File: config.mk
export PLATFORM = sky130hd
export DESIGN_NAME = i2c_cmd_master
export DESIGN_NICKNAME = d
export VERILOG_FILES = /design/src/rtl/i2c_cmd_pkg.sv /design/src/rtl/i2c_cmd_ctrl.sv /design/src/rtl/i2c_cmd_dp.sv /design/src/rtl/i2c_cmd_master.sv
export SDC_FILE = /design/constraint.sdc
export NUM_CORES = 1
export LEC_CHECK = 0
export BUFFER_PORTS_ARGS = -buffer_cell sky130_fd_sc_hd__buf_2
export CAP_MARGIN = 20
export CORE_MARGIN = 4
export CORE_UTILIZATION = 53
export DETAILED_ROUTE_END_ITERATION = 12
export PLACE_DENSITY_LB_ADDON = 0.3
export SETUP_SLACK_MARGIN = 0.2
export SLEW_MARGIN = 20
export SYNTH_ARGS = -nofsm -noshare
export SYNTH_HDL_FRONTEND = slang
export SYNTH_SLANG_ARGS = --single-unit
export TNS_END_PERCENT = 5
File: constraint.sdc
create_clock -name clk -period 2.1 [get_ports clk]
set_clock_uncertainty 0.2 [all_clocks]
set_input_delay 0.105 -clock clk [delete_from_list [all_inputs] [get_ports clk]]
set_output_delay 0.105 -clock clk [all_outputs]
set_load 0.005 [all_outputs]
File: src/rtl/i2c_cmd_pkg.sv
`timescale 1ns/1ps
package i2c_cmd_pkg;

  typedef enum logic [2:0] {
    P_NONE, P_START, P_SEND, P_ACKIN, P_RECV, P_ACKOUT, P_STOP
  } prim_e;

  localparam logic [3:0] CMD_START  = 4'b0001;
  localparam logic [3:0] CMD_SEND   = 4'b0010;
  localparam logic [3:0] CMD_ACKIN  = 4'b0011;
  localparam logic [3:0] CMD_RECV   = 4'b0100;
  localparam logic [3:0] CMD_ACKOUT = 4'b0101;
  localparam logic [3:0] CMD_STOP   = 4'b0110;
  localparam logic [3:0] CMD_STXACK = 4'b1001;
  localparam logic [3:0] CMD_TXACK  = 4'b1010;
  localparam logic [3:0] CMD_RXACK  = 4'b1011;
  localparam logic [3:0] CMD_RXNAK  = 4'b1100;

  localparam int MAX_STEPS = 3;

  // strobes from control to the bit engine
  typedef struct packed {
    logic  go;
    prim_e prim;
    logic  ackBit;
  } step_ctl_t;

  // decoded command: ordered primitive list
  typedef struct packed {
    logic                    valid;
    prim_e [MAX_STEPS-1:0]   steps;
    logic [1:0]              lastIdx;
    logic                    forceAck;
    logic                    forceVal;
  } plan_t;

  function automatic plan_t decodeCmd(input logic [3:0] code);
    plan_t p;
    p = '0;
    p.valid = 1'b1;
    case (code)
      CMD_START:  p.steps[0] = P_START;
      CMD_SEND:   p.steps[0] = P_SEND;
      CMD_ACKIN:  p.steps[0] = P_ACKIN;
      CMD_RECV:   p.steps[0] = P_RECV;
      CMD_ACKOUT: p.steps[0] = P_ACKOUT;
      CMD_STOP:   p.steps[0] = P_STOP;
      CMD_STXACK: begin
        p.steps[0] = P_START; p.steps[1] = P_SEND; p.steps[2] = P_ACKIN;
        p.lastIdx = 2'd2;
      end
      CMD_TXACK: begin
        p.steps[0] = P_SEND; p.steps[1] = P_ACKIN; p.lastIdx = 2'd1;
      end
      CMD_RXACK, CMD_RXNAK: begin
        p.steps[0] = P_RECV; p.steps[1] = P_ACKOUT; p.lastIdx = 2'd1;
        p.forceAck = 1'b1;
        p.forceVal = (code == CMD_RXNAK);
      end
      default: p.valid = 1'b0;
    endcase
    return p;
  endfunction

endpackage

File: src/rtl/i2c_cmd_ctrl.sv
`timescale 1ns/1ps
module i2c_cmd_ctrl import i2c_cmd_pkg::*; (
  input  logic      clk,
  input  logic      rstN,
  input  logic      cmdWr,
  input  logic [3:0] cmdCode,
  input  logic      txWr,
  input  logic      autoTx,
  input  logic      ackOut,
  input  logic      irqClr,
  input  logic      primDone,
  output step_ctl_t ctl,
  output logic      busy,
  output logic      irqFlag
);

  typedef enum logic [1:0] {C_IDLE, C_ISSUE, C_WAIT} cstate_e;

  cstate_e    st;
  plan_t      plan;
  plan_t      req;
  logic [1:0] idx;
  logic [3:0] launchCode;
  logic       accept;
  prim_e      curPrim;
  logic       stepFinished;
  logic       cmdComplete;

  always_comb begin
    launchCode = cmdWr ? cmdCode : CMD_TXACK;
    req        = decodeCmd(launchCode);
    accept     = (cmdWr || (txWr && autoTx)) && (st == C_IDLE);
  end

  always_comb begin
    curPrim      = plan.steps[idx];
    stepFinished = (st == C_WAIT) && primDone;
    cmdComplete  = (accept && !req.valid) || (stepFinished && (idx == plan.lastIdx));
    ctl.go       = (st == C_ISSUE);
    ctl.prim     = curPrim;
    ctl.ackBit   = plan.forceAck ? plan.forceVal : ackOut;
  end

  always_ff @(posedge clk or negedge rstN) begin
    if (!rstN) begin
      st      <= C_IDLE;
      plan    <= '0;
      idx     <= '0;
      busy    <= 1'b0;
      irqFlag <= 1'b0;
    end else begin
      case (st)
        C_IDLE: begin
          if (accept && req.valid) begin
            plan <= req;
            idx  <= '0;
            st   <= C_ISSUE;
          end
        end
        C_ISSUE: st <= C_WAIT;
        C_WAIT: begin
          if (primDone) begin
            if (idx == plan.lastIdx) begin
              st <= C_IDLE;
            end else begin
              idx <= idx + 2'd1;
              st  <= C_ISSUE;
            end
          end
        end
        default: st <= C_IDLE;
      endcase

      if (ctl.go && (curPrim == P_START)) busy <= 1'b1;
      else if (stepFinished && (curPrim == P_STOP)) busy <= 1'b0;

      if (cmdComplete) irqFlag <= 1'b1;
      else if (irqClr) irqFlag <= 1'b0;
    end
  end


  irq_hold_chk: assert property (@(posedge clk) disable iff (!rstN)
    irqFlag && !irqClr |=> irqFlag);


  busy_fall_chk: assert property (@(posedge clk) disable iff (!rstN)
    $fell(busy) |-> $past(primDone));


  plan_stable_chk: assert property (@(posedge clk) disable iff (!rstN)
    (st == C_WAIT) && !primDone |=> $stable(plan) && $stable(idx));

endmodule

File: src/rtl/i2c_cmd_dp.sv
`timescale 1ns/1ps
module i2c_cmd_dp import i2c_cmd_pkg::*; #(
  parameter int QTR_CYCLES  = 25,
  parameter int SYNC_STAGES = 2
) (
  input  logic       clk,
  input  logic       rstN,
  input  step_ctl_t  ctl,
  input  logic       txWr,
  input  logic [7:0] txData,
  input  logic       sdaIn,
  output logic       primDone,
  output logic [7:0] rxData,
  output logic       ackIn,
  output logic       sclOe,
  output logic       sdaOe
);

  localparam int CW = (QTR_CYCLES > 1) ? $clog2(QTR_CYCLES) : 1;
  localparam logic [CW-1:0] DIV_LAST = CW'(QTR_CYCLES - 1);

  logic                   active;
  prim_e                  primR;
  logic                   ackBitR;
  logic [1:0]             q;
  logic [CW-1:0]          divCnt;
  logic [2:0]             bitCnt;
  logic [7:0]             txReg;
  logic [7:0]             shReg;
  logic [SYNC_STAGES-1:0] syncQ;
  logic                   sdaS;
  logic                   qEnd, lastQ, sampleNow, multiBit, primEnd;
  logic                   sclNext, sdaNext;

  // input synchronizer
  generate
    if (SYNC_STAGES == 1) begin : g_sync_one
      always_ff @(posedge clk or negedge rstN)
        if (!rstN) syncQ <= '1;
        else       syncQ <= sdaIn;
    end else begin : g_sync_chain
      always_ff @(posedge clk or negedge rstN)
        if (!rstN) syncQ <= '1;
        else       syncQ <= {syncQ[SYNC_STAGES-2:0], sdaIn};
    end
  endgenerate
  assign sdaS = syncQ[SYNC_STAGES-1];

  always_comb begin
    qEnd      = (divCnt == DIV_LAST);
    lastQ     = qEnd && (q == 2'd3);
    sampleNow = active && qEnd && (q == 2'd2);
    multiBit  = (primR == P_SEND) || (primR == P_RECV);
    primEnd   = active && lastQ && (!multiBit || (bitCnt == 3'd0));
  end

  // line drive per primitive and quarter
  always_comb begin
    sclNext = sclOe;
    sdaNext = sdaOe;
    case (primR)
      P_START: begin
        sdaNext = (q >= 2'd2);
        sclNext = (q == 2'd0) ? sclOe : (q == 2'd3);
      end
      P_STOP: begin
        sclNext = (q == 2'd0);
        sdaNext = (q <= 2'd1);
      end
      P_SEND: begin
        sclNext = (q == 2'd0) || (q == 2'd3);
        sdaNext = !shReg[7];
      end
      P_ACKOUT: begin
        sclNext = (q == 2'd0) || (q == 2'd3);
        sdaNext = !ackBitR;
      end
      P_ACKIN, P_RECV: begin
        sclNext = (q == 2'd0) || (q == 2'd3);
        sdaNext = 1'b0;
      end
      default: ;
    endcase
  end

  always_ff @(posedge clk or negedge rstN) begin
    if (!rstN) begin
      txReg <= '0;
    end else if (txWr) begin
      txReg <= txData;
    end
  end

  always_ff @(posedge clk or negedge rstN) begin
    if (!rstN) begin
      active   <= 1'b0;
      primR    <= P_NONE;
      ackBitR  <= 1'b0;
      q        <= '0;
      divCnt   <= '0;
      bitCnt   <= '0;
      shReg    <= '0;
      rxData   <= '0;
      ackIn    <= 1'b0;
      sclOe    <= 1'b0;
      sdaOe    <= 1'b0;
      primDone <= 1'b0;
    end else begin
      primDone <= primEnd;
      if (active) begin
        sclOe <= sclNext;
        sdaOe <= sdaNext;
      end
      if (ctl.go) begin
        active  <= 1'b1;
        primR   <= ctl.prim;
        ackBitR <= ctl.ackBit;
        q       <= '0;
        divCnt  <= '0;
        bitCnt  <= 3'd7;
        if (ctl.prim == P_SEND) shReg <= txReg;
      end else if (active) begin
        if (qEnd) begin
          divCnt <= '0;
          q      <= q + 2'd1;
        end else begin
          divCnt <= divCnt + 1'b1;
        end
        if (sampleNow) begin
          if (primR == P_RECV)  shReg <= {shReg[6:0], sdaS};
          if (primR == P_ACKIN) ackIn <= sdaS;
        end
        if (lastQ) begin
          if (primR == P_SEND) shReg <= {shReg[6:0], 1'b0};
          if (primEnd) begin
            active <= 1'b0;
            if (primR == P_RECV) rxData <= shReg;
          end else begin
            bitCnt <= bitCnt - 3'd1;
          end
        end
      end
    end
  end


  sda_while_scl_high_chk: assert property (@(posedge clk) disable iff (!rstN)
    !$stable(sdaOe) && !sclOe && !$past(sclOe) |-> (primR == P_START) || (primR == P_STOP));


  go_when_idle_chk: assert property (@(posedge clk) disable iff (!rstN)
    ctl.go |-> !active);


  done_after_go_chk: assert property (@(posedge clk) disable iff (!rstN)
    ctl.go |=> !primDone);

endmodule

File: src/rtl/i2c_cmd_master.sv
`timescale 1ns/1ps
module i2c_cmd_master import i2c_cmd_pkg::*; #(
  parameter int QTR_CYCLES  = 25,
  parameter int SYNC_STAGES = 2
) (
  input  logic       clk,
  input  logic       rstN,
  input  logic       cmdWr,
  input  logic [3:0] cmdCode,
  input  logic       txWr,
  input  logic [7:0] txData,
  input  logic       autoTx,
  input  logic       ackOut,
  input  logic       irqClr,
  input  logic       sdaIn,
  output logic       sclOe,
  output logic       sdaOe,
  output logic [7:0] rxData,
  output logic       ackIn,
  output logic       busy,
  output logic       irqFlag
);

  step_ctl_t ctl;
  logic      primDone;

  i2c_cmd_ctrl ctrl_i (
    .clk(clk), .rstN(rstN), .cmdWr(cmdWr), .cmdCode(cmdCode),
    .txWr(txWr), .autoTx(autoTx), .ackOut(ackOut), .irqClr(irqClr),
    .primDone(primDone), .ctl(ctl), .busy(busy), .irqFlag(irqFlag)
  );

  i2c_cmd_dp #(.QTR_CYCLES(QTR_CYCLES), .SYNC_STAGES(SYNC_STAGES)) dp_i (
    .clk(clk), .rstN(rstN), .ctl(ctl), .txWr(txWr), .txData(txData),
    .sdaIn(sdaIn), .primDone(primDone), .rxData(rxData), .ackIn(ackIn),
    .sclOe(sclOe), .sdaOe(sdaOe)
  );

endmodule

# Word level (Yosys, flattened, before mapping)

Index checks and enable logic that the tools add are counted.

Register bits after elaboration: 64
Input port bits: 20
Word-level logic and storage cells: 160

Add/subtract/negate cells: 4
$lt $le $gt $ge: 3
Eq/ne operators: 31
Multiplexer cells: 46
Bitwise gates (word level): 1
Reductions and logical operators: 51

Operators by type and width:

| kind                                                            | count |
|---|---|
| 8-bit two-way mux                                               | 7 |
| 2-bit two-way mux                                               | 10 |
| 3-bit case mux with 6 select lines                              | 1 |
| 4-bit == test, second input constant                            | 4 |
| 3-bit two-way mux                                               | 5 |
| 5-bit two-way mux                                               | 3 |
| 1-bit logical AND                                               | 13 |
| 3-bit == test, second input constant                            | 4 |
| 4-bit by 3-bit == test with 1-bit output, second input constant | 3 |
| 1-bit two-way mux                                               | 12 |
| 2-bit nonzero test                                              | 6 |
| 2-bit AND reduction                                             | 5 |
| 10-bit OR reduction                                             | 1 |
| 3-bit by 2-bit == test with 1-bit output, second input constant | 3 |
| 3-bit case mux with 3 select lines                              | 1 |
| 4-bit by 2-bit == test with 1-bit output, second input constant | 2 |
| 2-bit inequality test, second input constant                    | 4 |
| 2-bit case mux with 2 select lines                              | 2 |
| 4-bit AND reduction                                             | 2 |
| 2-bit OR reduction                                              | 4 |
| 3-bit binary-select mux with 2-bit select                       | 1 |
| 2-bit == test, second input constant                            | 3 |
| 3-bit by 1-bit == test with 1-bit output, second input constant | 2 |
| 2-bit case mux with 3 select lines                              | 1 |
| other kinds (25)                                                | 37 |

# Depth between registers and ports, before layout

Gate-level depths: netlist of run 1.

Depth in word-level cells: 9
Depth in mapped cells: 7
Depth with buffers taken out: 6

# Modules after synthesis

Synthesis of run 1 repeated with hierarchy kept, for this count alone.

Cells, all modules: 307
Area total of the unflattened synthesis: 3,301.9 µm²

Modules (own cells, without submodules):

| module       | instances | cells an instance | area each (µm²) |
|---|---|---|---|
| i2c_cmd_dp   | 1         | 208               | 2,337.2 |
| i2c_cmd_ctrl | 1         | 99                | 964.7 |

# Worst setup path after synthesis of run 1

Ideal clock, no wire load.

Path type: register -> register
From: reg dp_i.divCnt[0]
To: reg dp_i.rxData[0]
Setup time: 125 ps
Arrival time: 1,708 ps
Data required time: 1,775 ps
Path slack: 68 ps
Stages on the path, launching flop included: 6
Path buffers: 0
Cells stage by stage: dfrtp_1 > inv_1 > ha_1 > nand4b_4 > nor4_4 > mux2_2

Word-level cells in the longest chain between the ends: 5

RTL lines:

| element                           | line              | source |
|---|---|---|
| start: declaration                | i2c_cmd_dp.sv:26  | `logic [CW-1:0] divCnt;` |
| start signal: assignment          | i2c_cmd_dp.sv:127 | `divCnt <= divCnt + 1'b1;` |
| 5-bit == test (*)                 | i2c_cmd_dp.sv:50  | `qEnd = (divCnt == DIV_LAST);` |
| 1-bit logical AND (*)             | i2c_cmd_dp.sv:51  | `lastQ = qEnd && (q == 2'd3);` |
| 1-bit logical AND (2 in series)   | i2c_cmd_dp.sv:54  | `primEnd = active && lastQ && (!multiBit \|\| (bitCnt == 3'd0));` |
| 5-bit AND reduction (no line) (*) | n/a               |  |
| end signal: assignment            | i2c_cmd_dp.sv:137 | `if (primR == P_RECV) rxData <= shReg;` |
| end: declaration                  | i2c_cmd_dp.sv:13  | `output logic [7:0] rxData,` |

Every way passes the cells marked *; elsewhere a longest branch is shown, timed or not.
A chain may end at the register's enable or synchronous reset.

# Final worst setup path of run 1

From: reg dp_i.bitCnt[0]
To: reg dp_i.rxData[1]

Word-level cells in the longest chain between the ends: 4

RTL lines:

| element                       | line              | source |
|---|---|---|
| start: declaration            | i2c_cmd_dp.sv:27  | `logic [2:0] bitCnt;` |
| start signal: assignment      | i2c_cmd_dp.sv:139 | `bitCnt <= bitCnt - 3'd1;` |
| 3-bit logical NOT             | i2c_cmd_dp.sv:54  |  |
| 1-bit logical OR              | i2c_cmd_dp.sv:54  |  |
| 1-bit logical AND             | i2c_cmd_dp.sv:54  |  |
| 5-bit AND reduction (no line) | n/a               |  |

Every way passes these cells.

==> results of run 1 <==
## how the worst min path moves through the flow
stage	from	end	slack (ns)
after global routing	autoTx	ctrl_i.irqFlag	0.05
after CTS	autoTx	ctrl_i.irqFlag	0.006
after global placement	rstN	dp_i.bitCnt[0]	-0.10
final	autoTx	ctrl_i.irqFlag	0.04
after floorplan	rstN	ctrl_i.busy	-0.39
after detailed placement	rstN	dp_i.q[0]	-0.11
## report_power, final
group	internal, mW	total (mW)	switching, mW
clock	0.673	1.19	0.517
combinational	0.150	0.285	0.135
sequential	1.23	1.28	0.0518
## cells by family (layout without fill, tap and decap cells)
family | count (synthesis) | after routing | synth area share
adder cells (fa/ha/maj) | 8 | 8 | 0.0317
buffers and inverters | 30 | 119 | 0.0396
XOR/XNOR | 5 | 5 | 0.0139
AND/OR/NAND/NOR | 89 | 89 | 0.154
AO/OA/AOI/OAI | 76 | 76 | 0.170
flip-flops | 61 | 61 | 0.484
multiplexers | 31 | 31 | 0.107
## flip-flops by register name, summed over array words and instances, names as in the netlist, 2 cells and up
signal and flops:
dp_i.bitCnt 3, dp_i.syncQ 2, dp_i.q 2, ctrl_i.idx 2, dp_i.primR 3, dp_i.divCnt 5, dp_i.shReg 8, dp_i.rxData 8
dp_i.txReg 8, ctrl_i.plan 10, ctrl_i.st 2
## cell type report
class / count / area (um^2) / share of cell area
sequential: 61 / 1530 / 0.357
clock buffer: 9 / 124 / 0.0289
tap: 72 / 90.1 / 0.0210
multi-input combinational: 209 / 1700 / 0.396
clock inverter: 7 / 98.8 / 0.0231
timing repair buffer: 90 / 698 / 0.163
inverter: 13 / 48.8 / 0.0114
## cells in the final DEF, fill, tap and decap left out, types with 4 or more instances in the layout
cell type / synthesis / final
clkbuf_8: 0 / 9
ha_4: 0 / 5
nor2b_1: 7 / 6
o21ai_0: 17 / 14
a21oi_1: 14 / 14
inv_1: 13 / 8
buf_4: 1 / 27
mux2i_1: 10 / 10
o22ai_2: 0 / 6
buf_6: 0 / 4
buf_2: 7 / 32
a2bb2oi_2: 0 / 5
a31oi_1: 5 / 5
dlygate4sd3_1: 0 / 25
dfrtp_1: 59 / 58
nor2_1: 19 / 19
mux2_4: 0 / 8
nand3_1: 9 / 9
nand2_1: 24 / 24
mux2_2: 21 / 13
inv_2: 0 / 5
nor3_1: 5 / 5
## routing by layer
metal,track usage,vias to the layer above,wire length (um),part of all wire
met2,0.398,69,4270,0.52
met4,0.0633,0,140,0.017
met3,0.0748,15,354,0.043
li1,-,1263,-,-
met1,0.281,1351,3450,0.42
met5,0,-,0,0
## per-stage QoR
stage	total power [mW]	setup WS, ns	instance area (um^2)
global route	2.86	0.0469	4290
floorplan	1.42	0.122	3160
finish	2.76	0.111	4290
CTS	2.74	0.0991	4130
detailed placement	1.52	0.0313	3480
global placement	1.51	0.0657	3480
## worst max-delay path, stage by stage (launching register included)
cell and delay (ns):
dfrtp_1 0.40, inv_2 0.09, ha_4 0.13, nor2b_4 0.16
o31ai_4 0.10, nor4_4 0.29, buf_6 0.20, mux2_4 0.31
## timing repair
action | 4_1_cts | 5_1_grt
pin swaps | 5 | 6
gates resized for setup | 24 | 23
endpoints found under the setup margin | 22 | 30
buffers inserted | 11 | 4
hold endpoints to repair | 76 | 0
hold buffers | 25 | 0
==> qor.yml, run 1 <==
outcome:
  status: "finished clean"
clocking:
  clock-sinks: 61
  htree_levels: 3
  cts_tree: "done"
  cts-root-buf: "clkbuf_8"
  clkTransAtPathRegs_ns: 0.07
  clk_latency_ns: 0.36
  clk_path_buf_depth: 2
  cts_inserted_buffers: 9
timing:
  period_share: 0.947
  setup_viol: 0
  tns_ns: 0
  grt_setup_unrepaired: "true"
  slew_headroom: 0.671
  min_period_ns: 1.99
  hold_slack_ns: 0.0376
  report.final.slew_viol_count: 0
  worst_slew_pin_slew_ns: 0.489
  final_hold_viol_count: 0
  clock.fmax_mhz: 503
detailed_routing:
  wirelength_um: 8220
  drc: 0
  drtAntennaViolNets: 0
  wl_per_cell_um: 17.8
  avgViaCountPerCell: 5.85
  drt-initial-drc-count: 134
  dr_total_vias: 2698
  first_pass_iters: 4
worst_setup_path:
  critical_path_arrival_ns: 2.02
  regToRegSetupSlack_ns: 0.11
  r2r-start: "dp_i.bitCnt[0]"
  worstPathRequired_ns: 2.14
  crit_path_start_kind: "flip-flop"
  path_class: "reg -> reg"
  crit_start: "dp_i.bitCnt[0]"
  rr_worst_depth: 7
  crit_path_end_kind: "flip-flop"
  critPathCapture: "dp_i.rxData[1]"
  path_max_fanout: 8
  r2r-end: "dp_i.rxData[1]"
placement:
  placed_cells: 405
  gp_congestion: 0.833
  portBuffers: 32
  place_hpwl_um: 4820
floorplanning:
  die_height_um: 85.2
  io_pins: 33
  initial_core_util: 0.560
  core_um2: 5640
  rows: 27
  die_w_um: 85.2
  dieArea_um2: 7250
logic_synthesis:
  synth_area_leader_cell: "dfrtp_1"
  synth-edff-count: 0
  yosys-top-cells-area: "dfrtp_1 (47%), mux2_2 (7.5%), ha_1 (3.2%)"
  synth.most_common_cell: "dfrtp_1"
  syn-num-nets: 328
  yosys_most_used_dff: "dfrtp_1"
  ys_top_cells_by_count: "dfrtp_1 (59), nand2_1 (24), mux2_2 (21)"
  ys_seq_elements: 61
  netlist_instances: 300
  ys_types: 55
  ys_seq_area_frac: 0.484
  syn_area_um2: 3160
  avgSynthCellArea_um2: 10.5
  async_reset_ff_frac: 1.00
  synth_top_area_share: 0.468
  yosysWarnings: 0
cells_and_area:
  drive_gt1_frac: 0.355
  syn2layout_area_growth_pct: 35.8
  nNetsFinal: 412
  post-route-util: 0.760
  fin_cells: 461
  diodes: 0
  fill_cells: 356
global_route:
  antenna_found_initial: 0
  grt_max_degree: 43
  grtUsageTotal: 0.232
  grt_pass1_vias: 2712
  overflow: 0
  grt_pass1_wl_um: 13100
power:
  cellLeakagePower_nw: 1.95
  vdd_drop_max_mv: 0.818
  power.density_nw_per_um2: 643
min_path:
  hold_depth: 4
  hp-class: "in -> reg"
flow_run:
  drv_cap: 0
Power figures use the tool's default switching activity.
==> inputs of run 2 (changes only) <==
--- a/config.mk
+++ b/config.mk
@@ -8,7 +8,7 @@
 export BUFFER_PORTS_ARGS = -buffer_cell sky130_fd_sc_hd__buf_2
 export CAP_MARGIN = 20
 export CORE_MARGIN = 4
-export CORE_UTILIZATION = 53
+export CORE_UTILIZATION = 45
 export DETAILED_ROUTE_END_ITERATION = 12
 export PLACE_DENSITY_LB_ADDON = 0.3
 export SETUP_SLACK_MARGIN = 0.2
==> run 2 against run 1 <==
Clock power barely moved. First-iteration DRC count fell by 18%. Die area rose by 16%. Flip-flop and latch count did not move. Critical endpoint is now dp_i.shReg[5]. Combinational power barely moved. Global-route usage fell by 5.0 points. Sequential share of layout area rose by 1.1 points. Highest routed layer unchanged. Maximum frequency rose by 0.34%. Register-to-register slack barely moved. Worst hold slack got worse by 0.0010 ns. Utilization fell by 15 points. Wire length fell by 9.7%.
==> qor.yml, run 2 (same netlist as run 1, synthesis figures left out) <==
global_route:
  grt_pass1_vias: 2606  # -3.9%
  overflow: 0  # unchanged
  grtUsageTotal: 0.182  # -0.0500
  grt_max_degree: 44  # +2.3%
  antenna_found_initial: 0  # unchanged
  grt_pass1_wl_um: 12200  # -6.4%
floorplanning:
  io_pins: 33  # unchanged
  die_w_um: 91.8  # +7.7%
  die_height_um: 91.8  # +7.7%
  initial_core_util: 0.465  # -0.0949
  core_um2: 6790  # +20%
  dieArea_um2: 8420  # +16%
  rows: 30  # +11%
worst_setup_path:
  path_max_fanout: 11  # +3
  cpLargestDelayFamily: "compound AO/OA/AOI/OAI gates"
  path_cells: "buf_4 > nand4b_1 > a2111o_1 > buf_6 > o22ai_1 > a2bb2oi_1"
  crit_path_start_kind: "flip-flop"
  path_class: "reg -> reg"
  crit_path_end_kind: "flip-flop"
  worstPathRequired_ns: 2.12  # -0.02 ns
  path_buf_inv: 2  # unchanged
  crit_slowest_cell: "a2111o_1"
  critical_path_arrival_ns: 2.00  # -0.02 ns
  cpPeakStageDelay_ns: 0.49  # +0.09 ns
detailed_routing:
  drt-initial-drc-count: 110  # -18%
  wirelength_um: 7420  # -9.7%
  dr_total_vias: 2618  # -3.0%
  drtAntennaViolNets: 0  # unchanged
  drc: 0  # unchanged
  wl_per_cell_um: 15.5  # -13%
  avgViaCountPerCell: 5.49  # -6.2%
  first_pass_iters: 4  # unchanged
placement:
  dp_slack_ns: 0.0142  # -0.0171 ns
  place_hpwl_um: 4680  # -2.9%
  placed_cells: 427  # +5.4%
  gp_congestion: 0.808  # -3.0%
  portBuffers: 32  # unchanged
cells_and_area:
  final_cell_mix: "dfrtp_1 (58), buf_2 (32), dlygate4sd3_1 (25), nand2_1 (24)"
  final_common_cell: "dfrtp_1"
  drive_gt1_frac: 0.325  # -0.0293
  nNetsFinal: 404  # -1.9%
  top_register: "ctrl_i.plan"
  fin_cells: 477  # +3.5%
  post-route-util: 0.613  # -0.147
  diodes: 0  # unchanged
  syn2layout_area_growth_pct: 31.9
  largest_register_ffs: 10  # unchanged
timing:
  grt_setup_unrepaired: "true"
  tns_ns: 0  # unchanged
  worst_slew_pin_slew_ns: 0.472  # -0.0175 ns
  period_share: 0.944  # -0.00324
  clock.fmax_mhz: 505  # +0.34%
  final_hold_viol_count: 0  # unchanged
  slew_headroom: 0.686  # +0.0142
  report.final.slew_viol_count: 0  # unchanged
  setup_ws_ns: 0.118  # +0.00680 ns
  min_period_ns: 1.98  # -0.00680 ns
  setup_viol: 0  # unchanged
clocking:
  cts_inserted_buffers: 9  # unchanged
  clk_path_buf_depth: 2  # unchanged
  cts_tree: "done"
  clkTransAtPathRegs_ns: 0.07  # about the same
  cts-root-buf: "clkbuf_8"
  clock-sinks: 61  # unchanged
  htree_levels: 3  # unchanged
  clk_latency_ns: 0.35  # about the same
outcome:
  status: "finished clean"
power:
  cellLeakagePower_nw: 1.90  # -2.6%
  power.density_nw_per_um2: 655  # +1.9%
  vdd_drop_max_mv: 0.494  # -40%
  finalPower_mw: 2.73  # -1.1%
min_path:
  hp-class: "in -> async"
flow_run:
  drv_cap: 0  # unchanged
[run 2: changes by cell type in the layout (fill, tap and decap cells not counted), sizes merged]
| cell | change |
|---|---|
| buf | -8 |
[run 2: per-stage QoR]
| stage | hold slack (ns) | area [um^2] |
|---|---|---|
| 4_1_cts | 0.0229 | 4040 |
| 3_5_place_dp | -0.113 | 3500 |
| 6_report | 0.0366 | 4160 |
| 5_1_grt | 0.0758 | 4160 |
| 3_3_place_gp | -0.109 | 3500 |
| 2_1_floorplan | -0.391 | 3160 |
[run 2: final timing paths]
kind	depth (start not counted)	slack [ns]	end	startpoint
max	6	0.12	dp_i.shReg[5]	dp_i.primR[1]
min	2	0.04	dp_i.sclOe	rstN
max reg2reg	6	0.12	dp_i.shReg[5]	dp_i.primR[1]
min reg2reg	0	0.16	dp_i.syncQ[1]	dp_i.syncQ[0]
max in group asynchronous	3	1.08	dp_i.primDone	rstN
min in group clk	4	0.04	ctrl_i.plan[0]	cmdCode[1]
[run 2: layer usage]
layer  vias to the layer above  track usage  wire [um]
li1                       1251            -          -
met3                        11       0.0500        219
met2                        43        0.292       3770
met1                      1313        0.234       3310
met5                         -            0          0
met4                         0       0.0705        113
[run 2: repair_timing]
action	CTS	global route
buffers inserted	5	4
resized for setup	7	16
endpoints found under the hold margin	76	0
cloned	0	0
pin swaps	4	4
setup endpoints to repair	20	26
hold buffers	25	0
[run 2: worst reg2reg max path, cell delays in order (launching register included)]
cell	delay (ns)
dfrtp_1	0.40
buf_4	0.18
nand4b_1	0.17
a2111o_1	0.49
buf_6	0.17
o22ai_1	0.16
a2bb2oi_1	0.08
[run 2: cell type report]
cell class | instances | area (um^2)
Clock inverter | 7 | 98.8
Clock buffer | 9 | 124
Sequential cell | 61 | 1530
Inverter | 13 | 48.8
Tap cell | 96 | 120
Multi-Input combinational cell | 209 | 1610
Timing Repair Buffer | 82 | 631
Fill cell | 543 | 2630
[run 2: where the power goes]
group          switching, mW  internal [mW]  total (mW)
sequential            0.0449           1.23        1.27
combinational          0.137          0.150       0.287
clock                  0.493          0.673        1.17
